===== config.mk =====
export PLATFORM = sky130hd
export DESIGN_NAME = ilk_unit
export DESIGN_NICKNAME = d
export VERILOG_FILES = /design/src/rtl/ilk_pkg.sv /design/src/rtl/ilk_hazard.sv /design/src/rtl/ilk_branch.sv /design/src/rtl/ilk_unit.sv
export SDC_FILE = /design/constraint.sdc
export NUM_CORES = 1
export LEC_CHECK = 0
export BUFFER_PORTS_ARGS = -buffer_cell sky130_fd_sc_hd__buf_2
export CAP_MARGIN = 20
export CORE_UTILIZATION = 29
export DETAILED_ROUTE_END_ITERATION = 8
export GPL_TIMING_DRIVEN = 1
export PLACE_DENSITY = 0.91
export SYNTH_ARGS = -nofsm -noshare
export SYNTH_HDL_FRONTEND = slang
export SYNTH_SLANG_ARGS = --single-unit

===== constraint.sdc =====
create_clock -name vclk -period 2.65
set_clock_uncertainty 0.1 [all_clocks]
set_input_delay 0.53 -clock vclk [all_inputs]
set_output_delay 0.53 -clock vclk [all_outputs]
set_load 0.05 [all_outputs]

===== src/rtl/ilk_pkg.sv =====
package ilk_pkg;
  // squash mask bit positions
  localparam int SQ_F1 = 0;
  localparam int SQ_F2 = 1;
  localparam int SQ_W  = 2;
  // producer stages compared against decode
  localparam int PROD_EX = 0;
  localparam int PROD_M1 = 1;
  localparam int NUM_PROD = 2;
endpackage


===== src/rtl/ilk_hazard.sv =====
module ilk_hazard
  import ilk_pkg::*;
#(
  parameter int REG_W   = 5,
  parameter int NUM_SRC = 2
) (
  input  logic                     clk,
  input  logic                     rst,
  input  logic                     rd_valid,
  input  logic [NUM_SRC*REG_W-1:0] rd_srcs,
  input  logic [NUM_PROD-1:0]      p_valid,
  input  logic [NUM_PROD-1:0]      p_load,
  input  logic [NUM_PROD*REG_W-1:0] p_dst,
  output logic                     stall
);
  localparam int NPAIR = NUM_SRC * NUM_PROD;

  logic [NPAIR-1:0] hit;

  for (genvar s = 0; s < NUM_SRC; s++) begin : g_src
    for (genvar p = 0; p < NUM_PROD; p++) begin : g_prod
      logic [REG_W-1:0] src_r, dst_r;
      assign src_r = rd_srcs[s*REG_W +: REG_W];
      assign dst_r = p_dst[p*REG_W +: REG_W];
      assign hit[s*NUM_PROD + p] = p_valid[p] && p_load[p] &&
                                   (src_r != '0) && (src_r == dst_r);
    end
  end

  assign stall = rd_valid && (|hit);

  // checks on the decode side
  p_idle_r5 : assert property (@(posedge clk) disable iff (rst)
    !rd_valid |-> !stall);
  p_reg0_r3 : assert property (@(posedge clk) disable iff (rst)
    (rd_srcs == '0) |-> !stall);
endmodule


===== src/rtl/ilk_branch.sv =====
module ilk_branch
  import ilk_pkg::*;
#(
  parameter int PC_W = 32
) (
  input  logic            ex_valid,
  input  logic            ex_branch,
  input  logic            ex_taken,
  input  logic [PC_W-1:0] ex_target,
  output logic [SQ_W-1:0] squash,
  output logic            redir_valid,
  output logic [PC_W-1:0] redir_pc
);
  logic take;
  assign take = ex_valid && ex_branch && ex_taken;

  always_comb begin
    squash        = '0;
    squash[SQ_F1] = take;
    squash[SQ_F2] = take;
  end

  assign redir_valid = take;
  assign redir_pc    = take ? ex_target : '0;
endmodule


===== src/rtl/ilk_unit.sv =====
module ilk_unit
  import ilk_pkg::*;
#(
  parameter int REG_W   = 5,
  parameter int NUM_SRC = 2,
  parameter int PC_W    = 32
) (
  input  logic                     clk,
  input  logic                     rst,
  input  logic                     rd_valid,
  input  logic [NUM_SRC*REG_W-1:0] rd_srcs,
  input  logic                     ex_valid,
  input  logic                     ex_load,
  input  logic [REG_W-1:0]         ex_dst,
  input  logic                     m1_valid,
  input  logic                     m1_load,
  input  logic [REG_W-1:0]         m1_dst,
  input  logic                     ex_branch,
  input  logic                     ex_taken,
  input  logic [PC_W-1:0]          ex_target,
  output logic                     stall,
  output logic [1:0]               squash,
  output logic                     redir_valid,
  output logic [PC_W-1:0]          redir_pc
);
  logic [NUM_PROD-1:0]       p_valid, p_load;
  logic [NUM_PROD*REG_W-1:0] p_dst;

  assign p_valid[PROD_EX] = ex_valid;
  assign p_valid[PROD_M1] = m1_valid;
  assign p_load[PROD_EX]  = ex_load;
  assign p_load[PROD_M1]  = m1_load;
  assign p_dst[PROD_EX*REG_W +: REG_W] = ex_dst;
  assign p_dst[PROD_M1*REG_W +: REG_W] = m1_dst;

  ilk_hazard #(.REG_W(REG_W), .NUM_SRC(NUM_SRC)) u_haz (
    .clk(clk), .rst(rst), .rd_valid(rd_valid), .rd_srcs(rd_srcs),
    .p_valid(p_valid), .p_load(p_load), .p_dst(p_dst), .stall(stall)
  );

  ilk_branch #(.PC_W(PC_W)) u_br (
    .ex_valid(ex_valid), .ex_branch(ex_branch), .ex_taken(ex_taken),
    .ex_target(ex_target), .squash(squash),
    .redir_valid(redir_valid), .redir_pc(redir_pc)
  );

  logic [REG_W-1:0] src0;
  assign src0 = rd_srcs[REG_W-1:0];

  p_ex_load_r1 : assert property (@(posedge clk) disable iff (rst)
    (rd_valid && ex_valid && ex_load && src0 != '0 && src0 == ex_dst) |-> stall);
  p_m1_load_r2 : assert property (@(posedge clk) disable iff (rst)
    (rd_valid && m1_valid && m1_load && src0 != '0 && src0 == m1_dst) |-> stall);
  p_nolds_r4 : assert property (@(posedge clk) disable iff (rst)
    (!(ex_valid && ex_load) && !(m1_valid && m1_load)) |-> !stall);
  p_taken_r7 : assert property (@(posedge clk) disable iff (rst)
    (ex_valid && ex_branch && ex_taken) |->
      (squash == 2'b11 && redir_valid && redir_pc == ex_target));
  p_quiet_r8 : assert property (@(posedge clk) disable iff (rst)
    !(ex_valid && ex_branch && ex_taken) |-> (squash == 2'b00 && !redir_valid));
endmodule


==> metrics, run 1 <==
Setup Buffers After CTS 0; Slew Viols, Final 0; Syn Nets 136; status finished, violations left; commonest non-fill, non-tap cells in the layout buf_2, and2_1, xor2_1; Worst path top cell family by delay buffers and inverters; FF/Latch Area 0 µm²; Inserted Diodes 0; post-cts sizing count 0; vias in the first global route 739; post-layout min period 2.34 ns; crit-path cells buf_2 -> xor2_1 -> nor4_1 -> a22oi_1 -> o22ai_1 -> buf_2; Buffers on Ports 95; most used cell along the critical path buf_2; final period utilization 88.3%; crit-path max cell delay 0.29 ns; crit end category output port; failing checks DRC; post-route ant nets 0; Tightest Hold Check Type in2out; DP Worst Slack 0.322 ns; Fin Hold WS 1.37 ns; Vias 832; CTS Hold Bufs 0; Initial DRT Pass Iterations 6; crit path DAT 1.71 ns; die width 43.6 µm; Design Area, Final 978 µm²; final wirelength 2.07 mm; Overflow after GRT 0; initial antenna violation count 0; Post-DP HPWL 1.87 mm; Max FO, Critical Path 2; multi-input logic area 475 µm²; FMAX 427 MHz; Hold Fails Final Rpt 0; critical path class in2out; Warnings, synthesis 0; critical path startpoint category input pin; DIE AREA 1900 µm²; Final Core Density 62.8%; dpl cells 182; CLK BUF 0; layout cells sized above 1 57.8%; core area 1560 µm²; Worst-Margin Slew 0.266 ns; register area share after synthesis 0%; fill count 150; Cells after Synth 75; first-pass GRT wire length 3.13 mm; violation count after the first detailed-routing iteration 24; most common cell after layout, fill and taps aside buf_2; WL per Instance 11.4 µm; LEAKAGE 0.635 nW; Core Rows 14; Syn Area/Cell 6.69 µm²; Die Ht 43.6 µm; pwr/cell area 167 nW/µm²; global placer's final weighted congestion 0.899; Syn-to-layout area delta 95.0%; buffers plus inverters on the worst setup path 2; nets 229; peak supply drop 86.5 µV; Synth Cell Area 502 µm²; max-cap check violation count 0; Total Power 163 µW; Initial Utilization 32.2%; RSZ-0062 raised after global routing no; Seq Cell Count 0; IO Count 97; fin cells 182; Remaining DRCs 8; Unique masters post-synth 12; largest net degree at the start of global routing 36; Final WS setup 0.310 ns; global-route usage over all layers 20.5%; CP max-delay cell buf_2; Final TNS setup 0 ns; relative slew slack 82.1%; Worst EP required 2.02 ns; Placed Area 978 µm²; setup violators final 0; DR vias/cell 4.57
## cells in the mapped netlist
cell type	n	area [µm²]
or4_1	2	15.0
nand2_1	2	7.51
o22ai_1	1	6.26
nor4_1	4	25.0
and2_1	32	200
a22oi_1	2	15.0
o21ai_1	2	10.0
xor2_1	20	175
nor2_1	4	15.0
clkbuf_1	3	11.3
and3_1	1	6.26
buf_4	2	15.0
## cell type report
| class | count | area share, % |
|---|---|---|
| Multi-Input combinational cell | 70 | 48.6 |
| Tap cell | 16 | 2.05 |
| Timing Repair Buffer | 96 | 49.4 |
## final timing paths
kind | start | end | slack [ns] | cells after the start
max | m1_dst[3] | stall | 0.31 | 6
min | ex_target[30] | redir_pc[30] | 1.37 | 3
## kinds of logic (layout without fill, tap and decap cells)
kind of cell	count (synthesis)	count (layout)	share of synthesized area, %
AOI/OAI and AO/OA	5	5	6.23
buffers and inverters	5	96	5.24
xor gates and xnor gates	20	20	34.9
and+or+nand+nor	45	45	53.6
## power breakdown
group	internal [mW]	switching, mW	total, mW
clock	0	0	0
sequential	0	0	0
combinational	0.0633	0.100	0.163
total	0.0633	0.100	0.163
## metal layers
| metal | wire length, µm | share of wire [%] | global-route usage, % | up-vias |
|---|---|---|---|---|
| met5 | 0 | 0 | 0 | - |
| met4 | 0 | 0 | 0 | 0 |
| met3 | 202 | 9.8 | 2.08 | 0 |
| met2 | 1150 | 56 | 42.7 | 44 |
| met1 | 717 | 35 | 23.0 | 365 |
| li1 | - | - | - | 423 |
Note: power is estimated with default switching activity, not from simulation.
==> inputs of run 2 (changes only) <==
Settings changed: PLACE_DENSITY 0.91 to 0.89.
==> run 2 against run 1 <==
Compared with the run above:
- the run still ends with DRC left
- hold slack got worse by 0.0026 ns
- critical path depth unchanged
- highest routed layer unchanged
- non-clock buffer count unchanged
- sequential cell count unchanged
- routed wire length decreased by 2.2%
- critical path type unchanged
- largest power group unchanged
- final area unchanged
- via count decreased by 2.2%
- sequential share of layout area unchanged
==> metrics, run 2 (synthesis results as in run 1) <==
final wirelength 2.03 mm; CP max-delay cell nor4_1; DIE AREA 1900 µm²; initial antenna violation count 0; Inserted Diodes 0; Final TNS setup 0 ns; post-layout min period 2.31 ns; Vias 814; peak supply drop 87.7 µV; post-route ant nets 0; Total Power 162 µW; status finished, violations left; DP Worst Slack 0.337 ns; Worst path top cell family by delay buffers and inverters; crit path DAT 1.68 ns; Seq Cell Count 0; crit end category output port; M2 GR Usage 34.6%; FMAX 434 MHz; met3 Track Usage GR 1.67%; Slew Viols, Final 0; Initial Utilization 32.2%; nets 229; violation count after the first detailed-routing iteration 15; setup violators final 0; Initial DRT Pass Iterations 5; pwr/cell area 166 nW/µm²; Overflow after GRT 0; most used cell along the critical path buf_2; Die Ht 43.6 µm; Core Rows 14; FF/Latch Area 0 µm²; largest net degree at the start of global routing 36; Remaining DRCs 8; CP Depth 6; DR vias/cell 4.47; relative slew slack 80.7%; failing checks DRC; Buffers on Ports 95; layout cells sized above 1 57.8%; WL per Instance 11.1 µm; Critical Path End stall; global placer's final weighted congestion 0.909; core area 1560 µm²; critical path class in2out; Worst-Margin Slew 0.287 ns; buffers plus inverters on the worst setup path 2; Tightest Hold Check Type in2out; Hold Fails Final Rpt 0; commonest non-fill, non-tap cells in the layout buf_2, and2_1, xor2_1; vias in the first global route 667; first-pass GRT wire length 2.84 mm; most common cell after layout, fill and taps aside buf_2; CP startpoint ex_dst[4]; IO Count 97; Setup Buffers After CTS 0; post-cts sizing count 0; RSZ-0062 raised after global routing no; Final Core Density 62.8%; CTS Hold Bufs 0; Max FO, Critical Path 2; crit-path cells buf_2 -> xor2_1 -> nor4_1 -> a22oi_1 -> o22ai_1 -> buf_2; final period utilization 87.0%; Most Crowded Layer GR met2; critical path startpoint category input pin; met1 GRT Util 23.8%; CLK BUF 0; LEAKAGE 0.635 nW; Worst EP required 2.02 ns; crit-path max cell delay 0.32 ns; Syn-to-layout area delta 95.0%; max-cap check violation count 0; Post-DP HPWL 1.81 mm; global-route usage over all layers 18.4%; die width 43.6 µm; Final WS setup 0.343 ns
run 2: cell counts in the layout (fill, tap and decap cells not counted):
No cell type changed its count.
run 2: stage by stage:
step | std cells | hold slack [ns] | area (µm²)
2_1_floorplan | 75 | 1.24 | 502
4_1_cts | 182 | 1.37 | 978
3_3_place_gp | 182 | 1.37 | 978
3_5_place_dp | 182 | 1.37 | 978
5_1_grt | 182 | 1.38 | 978
6_report | 182 | 1.37 | 978
run 2: layout make-up:
cell class / instances / area [µm²]
Timing Repair Buffer: 96 / 483
Tap cell: 16 / 20.0
Multi-Input combinational cell: 70 / 475
Fill cell: 143 / 581
run 2: per-layer routing:
layer  vias up  share of wire [%]  routed length [µm]
li1        423                  -                   -
met1       349                 40                 802
met2        42                 50                1020
met3         0                 10                 202
met4         0                  0                   0
met5         -                  0                   0
run 2: worst min-delay path by stage:
stage	startpoint	end	slack, ns	cells after the start
floorplan	ex_target[0]	redir_pc[0]	1.24	1
global placement	ex_target[5]	redir_pc[5]	1.37	3
detailed placement	ex_target[31]	redir_pc[31]	1.37	3
CTS	ex_target[31]	redir_pc[31]	1.37	3
global route	ex_target[31]	redir_pc[31]	1.38	3
finish	ex_target[31]	redir_pc[31]	1.37	3
run 2: worst min-delay path, stage by stage:
cell	delay, ns
buf_2	0.09
and2_1	0.12
buf_2	0.20
run 2: power by group:
group	internal (mW)	switching [mW]
registers	0	0
logic	0.0633	0.0988
clock network	0	0
total	0.0633	0.0988
==> inputs of run 3 (changes only) <==
Settings changed: ABC_AREA from default to 1, CORE_UTILIZATION 29 to 35.
==> run 3 against run 2 <==
Compared with the run above:
- the run now ends clean
- routed wire length grew 11%
- global-route usage up 0.67 points
- critical path depth increased by 4
- critical endpoint unchanged
- largest power group unchanged
==> metrics, run 3 <==
global placer's final weighted congestion 0.859; CLK BUF 0; fill count 194; register area share after synthesis 0%; crit end category output port; Final TNS setup 0 ns; Worst-Margin Slew 0.262 ns; Syn Nets 236; top cells by count, synth nand2_1, inv_1, nor2_1; LEAKAGE 0.997 nW; Initial DRT Pass Iterations 4; nets 330; Worst Hold Path Cells 4; Fin Hold WS 1.32 ns; relative slew slack 82.7%; layout cells sized above 1 39.3%; critical path startpoint category input pin; final wirelength 2.26 mm; share of the synthesized area in the top cell type 28.0%; CP startpoint rd_srcs[8]; Remaining DRCs 0; Syn Area/Cell 3.99 µm²; peak supply drop 107 µV; setup violators final 0; post-route ant nets 0; Sequential Power Share 0%; Slew Viols, Final 0; CTS Hold Bufs 0; Overflow after GRT 0; DR vias/cell 4.01; main area contributors after synthesis nand2_1, inv_1, nor2_1; Synth Cell Area 698 µm²; Hold Fails Final Rpt 0; commonest non-fill, non-tap cells in the layout buf_2, nand2_1, inv_1; Clock Power Share 0%; Max FO, Critical Path 4; Setup Buffers After CTS 0; Total Power 186 µW; crit-path max cell delay 0.26 ns; global-route usage over all layers 19.0%; FMAX 469 MHz; most used cell along the critical path nand2_1; violation count after the first detailed-routing iteration 16; die width 46.7 µm; Warnings, synthesis 0; Buffers on Ports 95; Vias 1171; vias in the first global route 859; critical path class in2out; DIE AREA 2180 µm²; Worst EP required 2.02 ns; status complete, no violations; pwr/cell area 156 nW/µm²; worst hold path endpoint redir_pc[27]; first-pass GRT wire length 3.19 mm; WL per Instance 7.72 µm; most common cell after layout, fill and taps aside buf_2; Inserted Diodes 0; count leader, synth nand2_1; Unique masters post-synth 14; post-cts sizing count 0; core area 1800 µm²; Cells after Synth 175; Core Rows 15; crit-path cells buf_2 -> inv_2 -> nand2_1 -> nand2_1 -> nor2_1 -> nand3_1 -> nand2_1 -> nand2_1 -> a21oi_2 -> buf_2; FF/Latch Area 0 µm²; Worst Hold Launch ex_target[27]; Tightest Hold Check Type in2out; Psw 120 µW; crit path DAT 1.50 ns; internal power 65.9 µW; Seq Cell Count 0; Post-DP HPWL 2.04 mm; CP max-delay cell buf_2; IO Count 97; area leader, netlist nand2_1; max-cap check violation count 0; Initial Utilization 38.8%; switch share 64.6%; Die Ht 46.7 µm; Syn-to-layout area delta 70.4%; post-layout min period 2.13 ns; RSZ-0062 raised after global routing no; final period utilization 80.4%; Comb pwr share 100.0%; largest net degree at the start of global routing 20; initial antenna violation count 0
run 3: cell count changes after synthesis, moves of 7 or more:
cell / previous run / this run
nand2_1: 2 / 52
xor2_1: 20 / 1
and2_1: 32 / 0
nor2_1: 4 / 47
inv_1: 0 / 50
nand3_1: 0 / 7
run 3: cells by family after synthesis:
logic type	after synthesis	share of synthesized area [%]
buffers and inverters	60	33.9
AOI/OAI and AO/OA	4	3.40
xor gates and xnor gates	1	1.25
and+or+nand+nor	110	61.5
run 3: power by group through the flow:
stage               sequential (mW)  clock, mW  combinational, mW
floorplan                         0          0              0.115
global placement                  0          0              0.184
detailed placement                0          0              0.186
CTS                               0          0              0.187
global route                      0          0              0.207
finish                            0          0              0.186
run 3: final cells by class:
| cell class | count | area, µm² | share of cell area, % |
|---|---|---|---|
| well taps | 25 | 31.3 | 2.63 |
| multi-input cells | 115 | 462 | 38.8 |
| inverters | 55 | 206 | 17.4 |
| repair buffers | 97 | 490 | 41.2 |
run 3: worst max-delay path by stage:
stage                        end  slack (ns)  cells past startpoint
floorplan           redir_pc[21]        0.51                      3
global placement           stall        0.51                     10
detailed placement         stall        0.52                     10
global route               stall        0.42                     10
finish                     stall        0.52                     10
CTS                        stall        0.52                     10
run 3: per-layer routing:
metal / vias to the layer above / part of all wire (%) / wire length, µm / GRT usage, %
met1: 456 / 41 / 930 / 22.1
li1: 664 / - / - / -
met4: 0 / 0.58 / 13 / 2.29
met5: - / 0 / 0 / 0
met2: 49 / 48 / 1090 / 37.2
met3: 2 / 9.9 / 223 / 2.35
run 3: critical path, delay by kind of cell:
kind | cells | cell delay [ns]
buffers and inverters | 3 | 0.43
AND/OR/NAND/NOR | 6 | 0.43
AO/OA/AOI/OAI | 1 | 0.12
run 3: metrics by stage:
stage	instances	instance area (µm²)	worst slack [ns]	util (%)
detailed placement	292	1190	0.518	66.0
CTS	292	1190	0.515	66.0
floorplan	175	698	0.511	-
finish	292	1190	0.519	66.0
global placement	292	1190	0.513	66.0
global route	292	1190	0.422	66.0
